<file path="src/rtl/pin_filt_pkg.sv">
`timescale 1ns/1ps
package pin_filt_pkg;
  localparam int DEF_SYNC_STAGES = 2;
  localparam int DEF_HOLD_CLKS   = 16;

  function automatic int cnt_width(input int hold);
    return (hold <= 2) ? 1 : $clog2(hold);
  endfunction
endpackage

</file>
<file path="src/rtl/pin_sync.sv">
`timescale 1ns/1ps
module pin_sync #(
  parameter int STAGES = pin_filt_pkg::DEF_SYNC_STAGES
) (
  input  logic clk,
  input  logic rst_n,
  input  logic d_i,
  output logic q_o
);
  logic [STAGES-1:0] chain_q;

  generate
    for (genvar s = 0; s < STAGES; s++) begin : g_stage
      if (s == 0) begin : g_first
        always_ff @(posedge clk or negedge rst_n) begin
          if (!rst_n) chain_q[s] <= 1'b0;
          else        chain_q[s] <= d_i;
        end
      end else begin : g_next
        always_ff @(posedge clk or negedge rst_n) begin
          if (!rst_n) chain_q[s] <= 1'b0;
          else        chain_q[s] <= chain_q[s-1];
        end
      end
    end
  endgenerate

  assign q_o = chain_q[STAGES-1];
endmodule

</file>
<file path="src/rtl/persist_filter.sv">
`timescale 1ns/1ps
module persist_filter #(
  parameter int HOLD_CLKS = pin_filt_pkg::DEF_HOLD_CLKS
) (
  input  logic clk,
  input  logic rst_n,
  input  logic bypass_i,
  input  logic din_i,
  output logic level_o
);
  localparam int CW = pin_filt_pkg::cnt_width(HOLD_CLKS);
  localparam logic [CW-1:0] LAST = CW'(HOLD_CLKS - 1);

  logic [CW-1:0] run_q;
  logic          level_q;

  always_ff @(posedge clk or negedge rst_n) begin
    if (!rst_n) begin
      level_q <= 1'b0;
      run_q   <= '0;
    end else if (bypass_i) begin
      level_q <= din_i;
      run_q   <= '0;
    end else if (din_i == level_q) begin
      run_q   <= '0;
    end else if (run_q == LAST) begin
      level_q <= din_i;
      run_q   <= '0;
    end else begin
      run_q   <= run_q + 1'b1;
    end
  end

  assign level_o = level_q;

  // while the input agrees with the level in filter mode, the level holds
  assert_hold_on_agree_R5: assert property (@(posedge clk) disable iff (!rst_n)
    (!bypass_i && din_i == level_q) |=> $stable(level_q));

  // the persistence count never passes the acceptance point
  assert_run_bounded_R3: assert property (@(posedge clk) disable iff (!rst_n)
    run_q <= LAST);

  // in bypass the level follows the input one clock later
  assert_bypass_follow_R2: assert property (@(posedge clk) disable iff (!rst_n)
    bypass_i |=> (level_q == $past(din_i)));
endmodule

</file>
<file path="src/rtl/edge_pulser.sv">
`timescale 1ns/1ps
module edge_pulser (
  input  logic clk,
  input  logic rst_n,
  input  logic level_i,
  output logic rise_o,
  output logic fall_o
);
  logic prev_q;

  always_ff @(posedge clk or negedge rst_n) begin
    if (!rst_n) prev_q <= 1'b0;
    else        prev_q <= level_i;
  end

  assign rise_o = level_i & ~prev_q;
  assign fall_o = ~level_i & prev_q;

  // pulses are exclusive and last one clock
  assert_not_both_R8: assert property (@(posedge clk) disable iff (!rst_n)
    !(rise_o && fall_o));
  assert_rise_single_R8: assert property (@(posedge clk) disable iff (!rst_n)
    rise_o |=> !rise_o);
  assert_fall_single_R8: assert property (@(posedge clk) disable iff (!rst_n)
    fall_o |=> !fall_o);
endmodule

</file>
<file path="src/rtl/pin_edge_filter.sv">
`timescale 1ns/1ps
module pin_edge_filter #(
  parameter int SYNC_STAGES = pin_filt_pkg::DEF_SYNC_STAGES,
  parameter int HOLD_CLKS   = pin_filt_pkg::DEF_HOLD_CLKS
) (
  input  logic clk,
  input  logic rst_n,
  input  logic pin_i,
  input  logic low_power_i,
  output logic level_o,
  output logic rise_o,
  output logic fall_o
);
  logic pin_sync_w;
  logic level_w;

  pin_sync #(.STAGES(SYNC_STAGES)) u_sync (
    .clk(clk), .rst_n(rst_n), .d_i(pin_i), .q_o(pin_sync_w)
  );

  persist_filter #(.HOLD_CLKS(HOLD_CLKS)) u_filt (
    .clk(clk), .rst_n(rst_n), .bypass_i(low_power_i),
    .din_i(pin_sync_w), .level_o(level_w)
  );

  edge_pulser u_edge (
    .clk(clk), .rst_n(rst_n), .level_i(level_w),
    .rise_o(rise_o), .fall_o(fall_o)
  );

  assign level_o = level_w;

  // a rising pulse coincides with a high level, a falling one with low
  assert_rise_level_R8: assert property (@(posedge clk) disable iff (!rst_n)
    rise_o |-> level_o);
  assert_fall_level_R8: assert property (@(posedge clk) disable iff (!rst_n)
    fall_o |-> !level_o);

  // during reset all outputs are low
  always_comb begin
    if (!rst_n) assert_reset_quiet_R1: assert (!level_o && !rise_o && !fall_o);
  end
endmodule

</file>
<file path="config.mk">
export PLATFORM = sky130hd
export DESIGN_NAME = pin_edge_filter
export DESIGN_NICKNAME = d
export VERILOG_FILES = /design/src/rtl/pin_filt_pkg.sv /design/src/rtl/pin_sync.sv /design/src/rtl/persist_filter.sv /design/src/rtl/edge_pulser.sv /design/src/rtl/pin_edge_filter.sv
export SDC_FILE = /design/constraint.sdc
export NUM_CORES = 1
export LEC_CHECK = 0
export BUFFER_PORTS_ARGS = -buffer_cell sky130_fd_sc_hd__buf_2
export CORE_AREA = 2 2 39 41
export DETAILED_ROUTE_END_ITERATION = 8
export DIE_AREA = 0 0 41 43
export GPL_TIMING_DRIVEN = 0
export PLACE_DENSITY_LB_ADDON = 0.3
export SETUP_SLACK_MARGIN = 0.1
export SKIP_CTS_REPAIR_TIMING = 1
export SYNTH_ARGS = -nofsm -noshare
export SYNTH_HDL_FRONTEND = slang
export SYNTH_SLANG_ARGS = --single-unit
</file>
<file path="constraint.sdc">
create_clock -name clk -period 1.85 [get_ports clk]
set_clock_uncertainty 0.2 [all_clocks]
set_input_delay 0.185 -clock clk [delete_from_list [all_inputs] [get_ports clk]]
set_output_delay 0.185 -clock clk [all_outputs]
set_load 0.02 [all_outputs]
</file>
Yosys cells after proc, flatten, opt, wreduce, memory -nomap -nowiden

Index checks and enable logic that the tools add are counted.

Equality and inequality tests: 3
Add/sub/neg operators: 1
Multiplexer cells: 6
Reduce and logical (&&, ||, !) cells: 2
Bitwise gates (word level): 4

Operator list:

| operator                                                      | number |
|---|---|
| 4-bit 2-to-1 mux                                              | 3 |
| 4-bit by 1-bit adder with 4-bit output, second input constant | 1 |
| 4-bit == test, second input constant                          | 1 |
| 1-bit 2-to-1 mux                                              | 3 |
| 1-bit AND                                                     | 2 |
| 2-bit inequality test, second input constant                  | 1 |
| 1-bit inverter                                                | 2 |
| 2-bit AND reduction                                           | 1 |
| 2-bit nonzero test                                            | 1 |
| 1-bit == test                                                 | 1 |

Register bits: 8
Output and inout port bits: 3
Logic and storage cells: 21

Depth between registers and ports, before layout

Gate-level depths: netlist of the first run.

Depth after elaboration: 4
Depth in mapped cells: 4
Mapped depth without buffers: 4

By module

From an unflattened synthesis of the first run, not the netlist that was laid out.

Cells, all modules: 25
Area, all modules: 316.6 um^2

Modules (own cells, without submodules):

| module         | instances | seq. area each (um^2) | area an instance (um^2) | cells each |
|---|---|---|---|---|
| persist_filter | 1         | 125.1                 | 226.5                   | 20 |
| pin_sync       | 1         | 50.0                  | 50.0                    | 2 |
| edge_pulser    | 1         | 25.0                  | 40.0                    | 3 |

Least setup slack after synthesis of the first run

Ideal clock, no wire load.

Path type: register to register
Start: register u_filt.run_q[0]
End: register u_filt.level_q, in the netlist u_filt.level_o
Path slack: 0.401 ns
Setup time: 0.125 ns
Cell stages (with the launch flop): 4
Clock period less this slack: 1.449 ns
Arrival time: 1.125 ns
Data required time: 1.525 ns
Cells stage by stage: dfrtp_1 > ha_1 > a31oi_1 > mux2_2

Cells in the longest elaborated chain, start to end: 3

RTL lines:

| element                       | line                 | source |
|---|---|---|
| start, declared               | persist_filter.sv:14 | `logic [CW-1:0] run_q;` |
| start signal, assigned        | persist_filter.sv:30 | `run_q <= run_q + 1'b1;` |
| 4-bit == test                 | persist_filter.sv:26 | `end else if (run_q == LAST) begin` |
| 2-bit nonzero test (no line)  | --                   |  |
| 2-bit AND reduction (no line) | --                   |  |
| end signal, assigned          | persist_filter.sv:22 | `level_q <= din_i;` |
| end signal, assigned          | persist_filter.sv:27 | `level_q <= din_i;` |
| end, declared                 | persist_filter.sv:15 | `logic level_q;` |

No other way between the ends.
A chain may end at the register's enable or synchronous reset.

Worst setup path in the final report of the first run

Same ends and word-level chain as after synthesis.

==> results of run 1 <==
-- synth_stat cells --
library cell  number
a311oi_2           1
xnor2_1            1
mux2_2             1
nor2b_1            1
xor2_1             1
nand4b_1           1
ha_1               1
a21oi_1            2
nand2b_1           1
dfrtp_1            8
and2b_1            1
nor2_1             2
a31oi_1            1
inv_1              2
o21ai_0            1
-- how the worst max path moves through the flow --
stage / end / depth (start not counted) / startpoint / slack, ns
after floorplan: u_filt.level_o$_DFFE_PN0P_ / 3 / u_filt.run_q[0]$_DFF_PN0_ / 0.40
after global placement: u_filt.level_o$_DFFE_PN0P_ / 3 / u_filt.run_q[0]$_DFF_PN0_ / 0.34
after detailed placement: u_filt.level_o$_DFFE_PN0P_ / 3 / u_filt.run_q[0]$_DFF_PN0_ / 0.31
after CTS: u_filt.level_o$_DFFE_PN0P_ / 3 / u_filt.run_q[0]$_DFF_PN0_ / 0.30
after global routing: u_filt.level_o$_DFFE_PN0P_ / 3 / u_filt.run_q[0]$_DFF_PN0_ / 0.23
final: u_filt.level_o$_DFFE_PN0P_ / 3 / u_filt.run_q[0]$_DFF_PN0_ / 0.31
-- layer usage --
layer	vias to the layer above	wire length (µm)
li1	107	-
met1	103	229
met2	9	235
met3	3	41
met4	0	27
met5	-	0
-- power by group through the flow --
| stage | registers [mW] | logic (mW) | clock network (mW) |
|---|---|---|---|
| after floorplan | 0.199 | 0.0246 | 0 |
| after global placement | 0.197 | 0.0420 | 0 |
| after detailed placement | 0.199 | 0.0429 | 0 |
| after CTS | 0.196 | 0.0431 | 0.141 |
| after global routing | 0.197 | 0.0501 | 0.155 |
| final | 0.195 | 0.0454 | 0.131 |
-- critical path: stages, from the launching register on --
cell and delay (ns):
dfrtp_1 0.42, ha_1 0.28, a31oi_1 0.17, mux2_2 0.35
-- state kept, by name, indices dropped and copies added, names as in the netlist --
| register | flops |
|---|---|
| u_filt.run_q | 4 |
| u_sync.q_o | 1 |
| u_sync.chain_q | 1 |
| u_filt.level_o | 1 |
| u_edge.prev_q | 1 |
-- stage by stage --
step	hold slack (ns)	util, %	setup slack, ns	std cells
finish	0.0957	29.9	0.311	52
global route	0.105	29.9	0.233	52
CTS	-0.439	28.5	0.303	50
detailed placement	-0.162	26.9	0.310	47
global placement	-0.167	26.9	0.339	47
floorplan	-0.311	-	0.401	25
-- layout make-up --
class / instances / area, µm² / area share [%]
sequential: 8 / 200 / 48.3
inverter: 2 / 7.51 / 1.81
tap: 16 / 20.0 / 4.83
multi-input combinational: 15 / 114 / 27.5
clock buffer: 3 / 22.5 / 5.44
timing repair buffer: 8 / 50.0 / 12.1
-- cells by family after synthesis --
kind of cell / count (synthesis)
buffers and inverters: 2
XOR/XNOR: 2
AND/OR/NAND/NOR: 6
adder cells (fa/ha/maj): 1
AO/OA/AOI/OAI: 5
flip-flops: 8
multiplexers: 1
==> impl_metrics.py, run 1 <==
metrics = {
    "yosys": {
        "synth_top_family_by_area": "compound AO/OA/AOI/OAI gates",
        "synth_xor_area_share_pct": 5.45,
        "ys_top_cells_by_area": "dfrtp_1 (62%), a311oi_2 (4.7%), ha_1 (3.9%)",
        "synth_simple_gate_area_share_pct": 11.3,
        "avgSynthCellArea_um2": 12.9,
        "synthMuxAreaShare_pct": 3.50,
        "synthAdderAreaFrac_pct": 3.89,
        "ys_seq_area_share_pct": 62.3,
        "synth.distinct_cells": 15,
        "synthDominantCellAreaShare_pct": 62.3,
        "synth_area_um2": 322,
        "synth_top_cell_by_area": "dfrtp_1",
        "synth_seq_cells": 8,
        "synth_compound_area_share_pct": 11.3,
        "yosysWarnings": 0,
        "synthesis.nets": 30,
        "syn_inst": 25,
    },
    "layout": {
        "fill_cells": 144,
        "final_common_cell": "dfrtp_1",
        "drive_gt1_share_pct": 30.6,
        "nNetsFinal": 43,
        "syn2layout_area_growth_pct": 28.8,
        "stdcell_area_um2": 414,
        "layout_common_cells": "dfrtp_1 (8), buf_2 (6), clkbuf_4 (3)",
        "n_antenna_cell": 0,
    },
    "worst_setup_path": {
        "cp_max_fo": 4,
        "crit_required_ns": 1.79,
        "crit_arrival_ns": 1.48,
        "setup.worst_path.class": "register to register",
        "worst_r2r_startpoint": "u_filt.run_q[0]$_DFF_PN0_",
        "reg2reg_to": "u_filt.level_o$_DFFE_PN0P_",
        "r2r_slack_ns": 0.31,
        "end_kind": "register",
        "worst-r2r-cell-count": 3,
        "start_kind": "register",
    },
    "power": {
        "netSwitchingPower_mw": 0.0910,
        "seq_power_share_pct": 52.5,
        "pwr-share-clk_pct": 35.3,
        "cellPowerDensity_mw_per_mm2": 898,
        "leakagePower_nw": 0.189,
        "p_total_mw": 0.372,
        "internal_power_mw": 0.281,
        "worst_ir_drop_vdd_v": 0.000303,
        "p_comb_share_pct": 12.2,
        "swShare_pct": 24.5,
    },
    "sta": {
        "min_period_ns": 1.54,
        "worst_pin_slew_ns": 0.184,
        "hold_violations": 0,
        "slew_headroom_pct": 87.8,
        "rsz0062_at_grt": "no",
        "period_share_pct": 83.2,
        "finalMaxSlewViolations": 0,
        "tns_ns": 0,
        "setup_viol": 0,
        "max_freq_mhz": 650,
    },
    "grt": {
        "top_usage_layer": "met2",
        "met1_usage_pct": 8.00,
        "grt_antenna_before_repair": 0,
        "grtUsageMet2_pct": 11.3,
        "grt.total_usage_pct": 8.22,
        "grt_pass1_vias": 222,
        "grt_max_degree": 9,
        "overflow": 0,
        "use_met3_pct": 4.71,
        "grt_pass1_wl_um": 848,
    },
    "clocking": {
        "ctsHtreeMaxLevel": 1,
        "cts-buffers-inserted": 3,
        "cts_tree": "yes",
        "worstSkewPairLatency_ns": 0.25,
        "clk_path_buf_depth": 2,
        "ctsRootBufferMaster": "clkbuf_4",
        "clkTransAtPathRegs_ns": 0.05,
        "cts_sinks": 8,
    },
    "route": {
        "avgViaCountPerCell": 4.27,
        "wire_per_inst_um": 10.3,
        "drc": 0,
        "drt_iter0_drc": 0,
        "drtAntennaViolNets": 0,
        "routed_wl_um": 534,
        "vias": 222,
        "first_pass_iters": 1,
    },
    "floorplanning": {
        "die-area_mm2": 0.00176,
        "core_area_mm2": 0.00138,
        "fp.dieW_um": 41,
        "initial_core_util_pct": 23.2,
        "num_rows": 14,
        "num_io_pins": 7,
        "die_h_um": 43,
    },
    "placement": {
        "gp_congestion": 0.761,
        "dpl_cell_area_um2": 372,
        "io_buffers": 6,
    },
    "run": {
        "cap_viol_max_count": 0,
    },
    "hold_path": {
        "min-delay-path-class": "input pin to async pin",
    },
    "status": {
        "status": "finished clean",
    },
}
Power figures use the tool's default switching activity.
==> run 2: changes to the inputs <==
==> constraint.sdc (replaced) <==
create_clock -name clk -period 1.6 [get_ports clk]
set_clock_uncertainty 0.2 [all_clocks]
set_input_delay 0.16 -clock clk [delete_from_list [all_inputs] [get_ports clk]]
set_output_delay 0.16 -clock clk [all_outputs]
set_load 0.02 [all_outputs]
==> run 2 against run 1 <==
Against the previous run:
- sequential power up 16%
- global-route usage unchanged
- via count up 3.6%
- largest power group unchanged
- fmax up 4.9%
- highest routed layer unchanged
- first-iteration DRC count up 2
- total power up 18%
- wire length up 10%
- critical path depth unchanged
==> impl_metrics.py, run 2 (synthesis gave the netlist of run 1 again) <==
metrics = {
    "status": {
        "status": "finished clean",
    },
    "grt": {
        "grt_max_degree": 9,
        "grt_pass1_wl_um": 848,
        "overflow": 0,
        "grt_antenna_before_repair": 0,
        "grt_pass1_vias": 222,
        "grt.total_usage_pct": 8.22,
    },
    "floorplanning": {
        "num_rows": 14,
        "die_h_um": 43,
        "die-area_mm2": 0.00176,
        "fp.dieW_um": 41,
        "core_area_mm2": 0.00138,
        "initial_core_util_pct": 23.2,
        "num_io_pins": 7,
    },
    "sta": {
        "period_share_pct": 91.7,
        "max_freq_mhz": 682,
        "hold_violations": 0,
        "tns_ns": 0,
        "finalMaxSlewViolations": 0,
        "slew_headroom_pct": 86.6,
        "hold_ws_ns": 0.0751,
        "min_period_ns": 1.47,
        "setup_viol": 0,
        "worst_pin_slew_ns": 0.202,
        "rsz0062_at_grt": "no",
    },
    "clocking": {
        "clk_path_buf_depth": 2,
        "ctsRootBufferMaster": "clkbuf_4",
        "cts_tree": "yes",
        "cts-buffers-inserted": 3,
        "cts_sinks": 8,
        "worstSkewPairLatency_ns": 0.25,
        "ctsHtreeMaxLevel": 1,
        "clkTransAtPathRegs_ns": 0.05,
    },
    "run": {
        "cap_viol_max_count": 0,
    },
    "worst_setup_path": {
        "setup.worst_path.class": "register to register",
        "crit_arrival_ns": 1.40,
        "crit_required_ns": 1.54,
        "r2r_slack_ns": 0.13,
        "cp_max_fo": 4,
        "end_kind": "register",
        "reg2reg_to": "u_filt.level_o$_DFFE_PN0P_",
        "worst-r2r-cell-count": 3,
        "worst_r2r_startpoint": "u_filt.run_q[0]$_DFF_PN0_",
        "start_kind": "register",
    },
    "route": {
        "drc": 0,
        "first_pass_iters": 4,
        "routed_wl_um": 589,
        "avgViaCountPerCell": 4.34,
        "vias": 230,
        "drtAntennaViolNets": 0,
        "drt_iter0_drc": 2,
        "wire_per_inst_um": 11.1,
    },
    "placement": {
        "dpl_cell_area_um2": 372,
        "io_buffers": 6,
        "gp_congestion": 0.761,
    },
    "layout": {
        "fill_cells": 142,
        "largest-register": "u_filt.run_q",
        "syn2layout_area_growth_pct": 37.0,
        "final_common_cell": "dfrtp_1",
        "layout_common_cells": "dfrtp_1 (8), buf_2 (6), clkbuf_4 (3)",
        "drive_gt1_share_pct": 37.8,
        "nNetsFinal": 44,
        "largest_register_ffs": 4,
        "n_antenna_cell": 0,
        "stdcell_area_um2": 440,
    },
    "power": {
        "cellPowerDensity_mw_per_mm2": 998,
        "pwr-share-clk_pct": 34.4,
        "worst_ir_drop_vdd_v": 0.000353,
        "seq_power_share_pct": 51.7,
        "swShare_pct": 24.8,
        "leakagePower_nw": 0.192,
        "netSwitchingPower_mw": 0.109,
        "internal_power_mw": 0.331,
        "p_comb_share_pct": 13.9,
    },
    "hold_path": {
        "min-delay-path-class": "input pin to async pin",
    },
}
-- run 2: cell count changes in the layout (fill, tap and decap cells not counted), sizes merged --
| cell | delta |
|---|---|
| buf | +1 |
-- run 2: how the worst max path moves through the flow --
| stage | start | to | depth (start not counted) |
|---|---|---|---|
| 2_1_floorplan | u_filt.run_q[0]$_DFF_PN0_ | u_filt.level_o$_DFFE_PN0P_ | 3 |
| 3_3_place_gp | u_filt.run_q[0]$_DFF_PN0_ | u_filt.level_o$_DFFE_PN0P_ | 3 |
| 3_5_place_dp | u_filt.run_q[0]$_DFF_PN0_ | u_filt.level_o$_DFFE_PN0P_ | 3 |
| 4_1_cts | u_filt.run_q[0]$_DFF_PN0_ | u_filt.level_o$_DFFE_PN0P_ | 3 |
| 5_1_grt | u_filt.run_q[0]$_DFF_PN0_ | u_filt.level_o$_DFFE_PN0P_ | 3 |
| 6_report | u_filt.run_q[0]$_DFF_PN0_ | u_filt.level_o$_DFFE_PN0P_ | 3 |
-- run 2: per-stage QoR --
| step | power, mW | setup slack (ns) | util, % | std cells |
|---|---|---|---|---|
| 2_1_floorplan | 0.259 | 0.151 | - | 25 |
| 3_3_place_gp | 0.276 | 0.0893 | 26.9 | 47 |
| 3_5_place_dp | 0.279 | 0.0602 | 26.9 | 47 |
| 4_1_cts | 0.439 | 0.0535 | 28.5 | 50 |
| 5_1_grt | 0.476 | 0.0889 | 31.8 | 53 |
| 6_report | 0.440 | 0.133 | 31.8 | 53 |
-- run 2: per-layer routing --
| metal | wire length, µm | GRT usage, % | vias to the layer above | share of wire (%) |
|---|---|---|---|---|
| li1 | - | - | 109 | - |
| met1 | 237 | 8.00 | 111 | 40 |
| met2 | 292 | 11.3 | 8 | 50 |
| met3 | 37 | 4.71 | 2 | 6.3 |
| met4 | 21 | 8.00 | 0 | 3.6 |
| met5 | 0 | 0 | - | 0 |
-- run 2: worst max-delay path, cell delays in order, from the launching register on --
cell and delay [ns]:
dfrtp_1 0.43, ha_4 0.20, a31oi_2 0.18, mux2_2 0.35
-- run 2: final cells by class --
cell class	instances	area (µm²)	area share, %
sequential	8	200	45.5
multi-input combinational	15	133	30.1
timing repair buffer	9	57.6	13.1
clock buffer	3	22.5	5.11
tap	16	20.0	4.55
inverter	2	7.51	1.70
-- run 2: power by group through the flow --
stage / Clock (mW) / Sequential, mW / Combinational [mW]
final: 0.151 / 0.227 / 0.0609
after CTS: 0.163 / 0.226 / 0.0499
after floorplan: 0 / 0.230 / 0.0285
after global placement: 0 / 0.228 / 0.0485
after global routing: 0.179 / 0.229 / 0.0679
after detailed placement: 0 / 0.230 / 0.0496
==> run 3: changes to the inputs <==
--- a/config.mk
+++ b/config.mk
@@ -5,6 +5,7 @@
 export SDC_FILE = /design/constraint.sdc
 export NUM_CORES = 1
 export LEC_CHECK = 0
+export ABC_AREA = 1
 export BUFFER_PORTS_ARGS = -buffer_cell sky130_fd_sc_hd__buf_2
 export CORE_AREA = 2 2 39 41
 export DETAILED_ROUTE_END_ITERATION = 8
==> run 3 against run 2 <==
Against the previous run:
- flip-flop and latch count did not move
- register-to-register slack improved by 0.23 ns
- total power down 1.3%
- critical path type is now register to output pin
- first-iteration DRC count grew to 4.5 times the previous value
- wire length shrank 3.7%
==> impl_metrics.py, run 3 <==
metrics = {
    "sta": {
        "rsz0062_at_grt": "no",
        "min_period_ns": 1.35,
        "hold_violations": 0,
        "finalMaxSlewViolations": 0,
        "tns_ns": 0,
        "worst_pin_slew_ns": 0.183,
        "max_freq_mhz": 742,
        "period_share_pct": 84.2,
        "slew_headroom_pct": 87.8,
        "setup_viol": 0,
    },
    "power": {
        "pwr-share-clk_pct": 35.8,
        "p_comb_share_pct": 12.5,
        "swShare_pct": 25.8,
        "seq_power_share_pct": 51.7,
        "worst_ir_drop_vdd_v": 0.000468,
        "internal_power_mw": 0.322,
        "cellPowerDensity_mw_per_mm2": 977,
        "leakagePower_nw": 0.237,
        "netSwitchingPower_mw": 0.112,
    },
    "yosys": {
        "synth_edf_count": 0,
        "synth_top_cell_by_area": "dfrtp_1",
        "synthesis.nets": 44,
        "ys_top_cells_by_area": "dfrtp_1 (59%), nand2_1 (13%), nor2_1 (5.5%)",
        "ys_async_sr_fraction_pct": 100,
        "synth-main-ff-cell": "dfrtp_1",
        "synthDominantCellAreaShare_pct": 58.6,
        "synth_area_um2": 342,
        "syn_inst": 39,
        "yosysWarnings": 0,
        "synth_seq_cells": 8,
        "ys_seq_area_share_pct": 58.6,
        "avgSynthCellArea_um2": 8.76,
        "synth.distinct_cells": 12,
        "synth_most_common_cell": "nand2_1",
        "synth_common_cells": "nand2_1 (12), dfrtp_1 (8), nor2_1 (5)",
    },
    "layout": {
        "largest_register_ffs": 4,
        "fin_cells": 67,
        "layout_common_cells": "nand2_1 (12), dfrtp_1 (8), buf_2 (6)",
        "n_antenna_cell": 0,
        "syn2layout_area_growth_pct": 30.0,
        "nNetsFinal": 58,
        "final_common_cell": "nand2_1",
        "largest-register": "u_filt.run_q",
        "drive_gt1_share_pct": 25.5,
    },
    "route": {
        "drt_iter0_drc": 9,
        "dr_wl_met3_um": 43,
        "highest_layer": "met4",
        "wl_met1_um": 267,
        "drtAntennaViolNets": 0,
        "dr_wl_met2_um": 237,
        "drc": 0,
        "first_pass_iters": 4,
        "avgViaCountPerCell": 4.04,
        "vias": 271,
        "routed_wl_um": 567,
        "wire_per_inst_um": 8.46,
    },
    "status": {
        "status": "finished clean",
    },
    "floorplanning": {
        "num_io_pins": 7,
        "initial_core_util_pct": 24.7,
        "num_rows": 14,
        "die-area_mm2": 0.00176,
        "core_area_mm2": 0.00138,
        "fp.dieW_um": 41,
        "die_h_um": 43,
    },
    "placement": {
        "post-dp-hpwl_um": 421,
        "gp_congestion": 0.694,
        "io_buffers": 6,
        "dp_cells": 61,
    },
    "clocking": {
        "worstSkewPairLatency_ns": 0.26,
        "ctsHtreeMaxLevel": 1,
        "cts-buffers-inserted": 3,
        "clkTransAtPathRegs_ns": 0.06,
        "cts_tree": "yes",
        "cts_sinks": 8,
        "ctsRootBufferMaster": "clkbuf_4",
        "clk_path_buf_depth": 2,
    },
    "grt": {
        "grt_max_degree": 9,
        "grt.total_usage_pct": 7.52,
        "grt_pass1_vias": 198,
        "grt_antenna_before_repair": 0,
        "overflow": 0,
        "grt_pass1_wl_um": 793,
    },
    "worst_setup_path": {
        "worst-r2r-cell-count": 6,
        "cp_max_fo": 5,
        "setup.worst_path.class": "register to output pin",
        "crit_required_ns": 1.24,
        "start_kind": "register",
        "crit_arrival_ns": 0.99,
        "end_kind": "output pin",
    },
    "run": {
        "cap_viol_max_count": 0,
    },
    "hold_path": {
        "min-delay-path-class": "input pin to async pin",
    },
}
## run 3: power groups by stage
stage	Sequential [mW]	Combinational [mW]	Clock [mW]
6_report	0.224	0.0544	0.155
5_1_grt	0.225	0.0624	0.170
4_1_cts	0.224	0.0499	0.164
3_5_place_dp	0.227	0.0498	0
3_3_place_gp	0.227	0.0489	0
2_1_floorplan	0.228	0.0287	0
## run 3: worst max-delay path, stage by stage, from the launching register on
cell,delay [ns]
dfrtp_1,0.42
inv_2,0.06
nor2_1,0.08
buf_2,0.16
## run 3: cells by family after synthesis
group | after synthesis | synth area share [%]
and+or+nand+nor | 24 | 30.8
DFF | 8 | 58.6
buffers and inverters | 5 | 5.49
AOI/OAI and AO/OA | 1 | 1.46
adders and majority gates | 1 | 3.66
## run 3: layer usage
metal / up-vias / global-route usage [%]
met3: 2 / 4.71
met5: - / 0
met4: 0 / 8.00
li1: 142 / -
met2: 10 / 8.75
met1: 117 / 8.36
## run 3: worst paths after layout
path,from,endpoint,slack [ns]
setup / recovery,u_filt.level_o$_DFFE_PN0P_,rise_o,0.25
hold / removal,rst_n,u_filt.level_o$_DFFE_PN0P_,0.08
setup reg to reg,u_filt.run_q[0]$_DFF_PN0_,u_filt.run_q[3]$_DFF_PN0_,0.36
hold reg to reg,u_sync.chain_q[0]$_DFF_PN0_,u_sync.q_o$_DFF_PN0_,0.14
max in group asynchronous,rst_n,u_filt.run_q[0]$_DFF_PN0_,0.94
min in group clk,u_sync.chain_q[0]$_DFF_PN0_,u_sync.q_o$_DFF_PN0_,0.14
## run 3: layout make-up
| class | count | area (µm²) |
|---|---|---|
| clock buffers | 3 | 22.5 |
| fillers | 148 | 940 |
| flip-flops and latches | 8 | 200 |
| multi-input cells | 26 | 123 |
| repair buffers | 9 | 60.1 |
| inverters | 5 | 18.8 |
| well taps | 16 | 20.0 |
## run 3: metrics by stage
stage | hold WS, ns | setup WS [ns] | cell area (µm²) | power (mW) | utilization (%)
floorplan | -0.336 | 0.386 | 342 | 0.257 | -
global placement | -0.190 | 0.348 | 392 | 0.276 | 28.3
detailed placement | -0.187 | 0.348 | 392 | 0.277 | 28.3
CTS | -0.473 | 0.248 | 414 | 0.438 | 29.9
global route | 0.106 | 0.196 | 444 | 0.458 | 32.1
finish | 0.0753 | 0.253 | 444 | 0.434 | 32.1
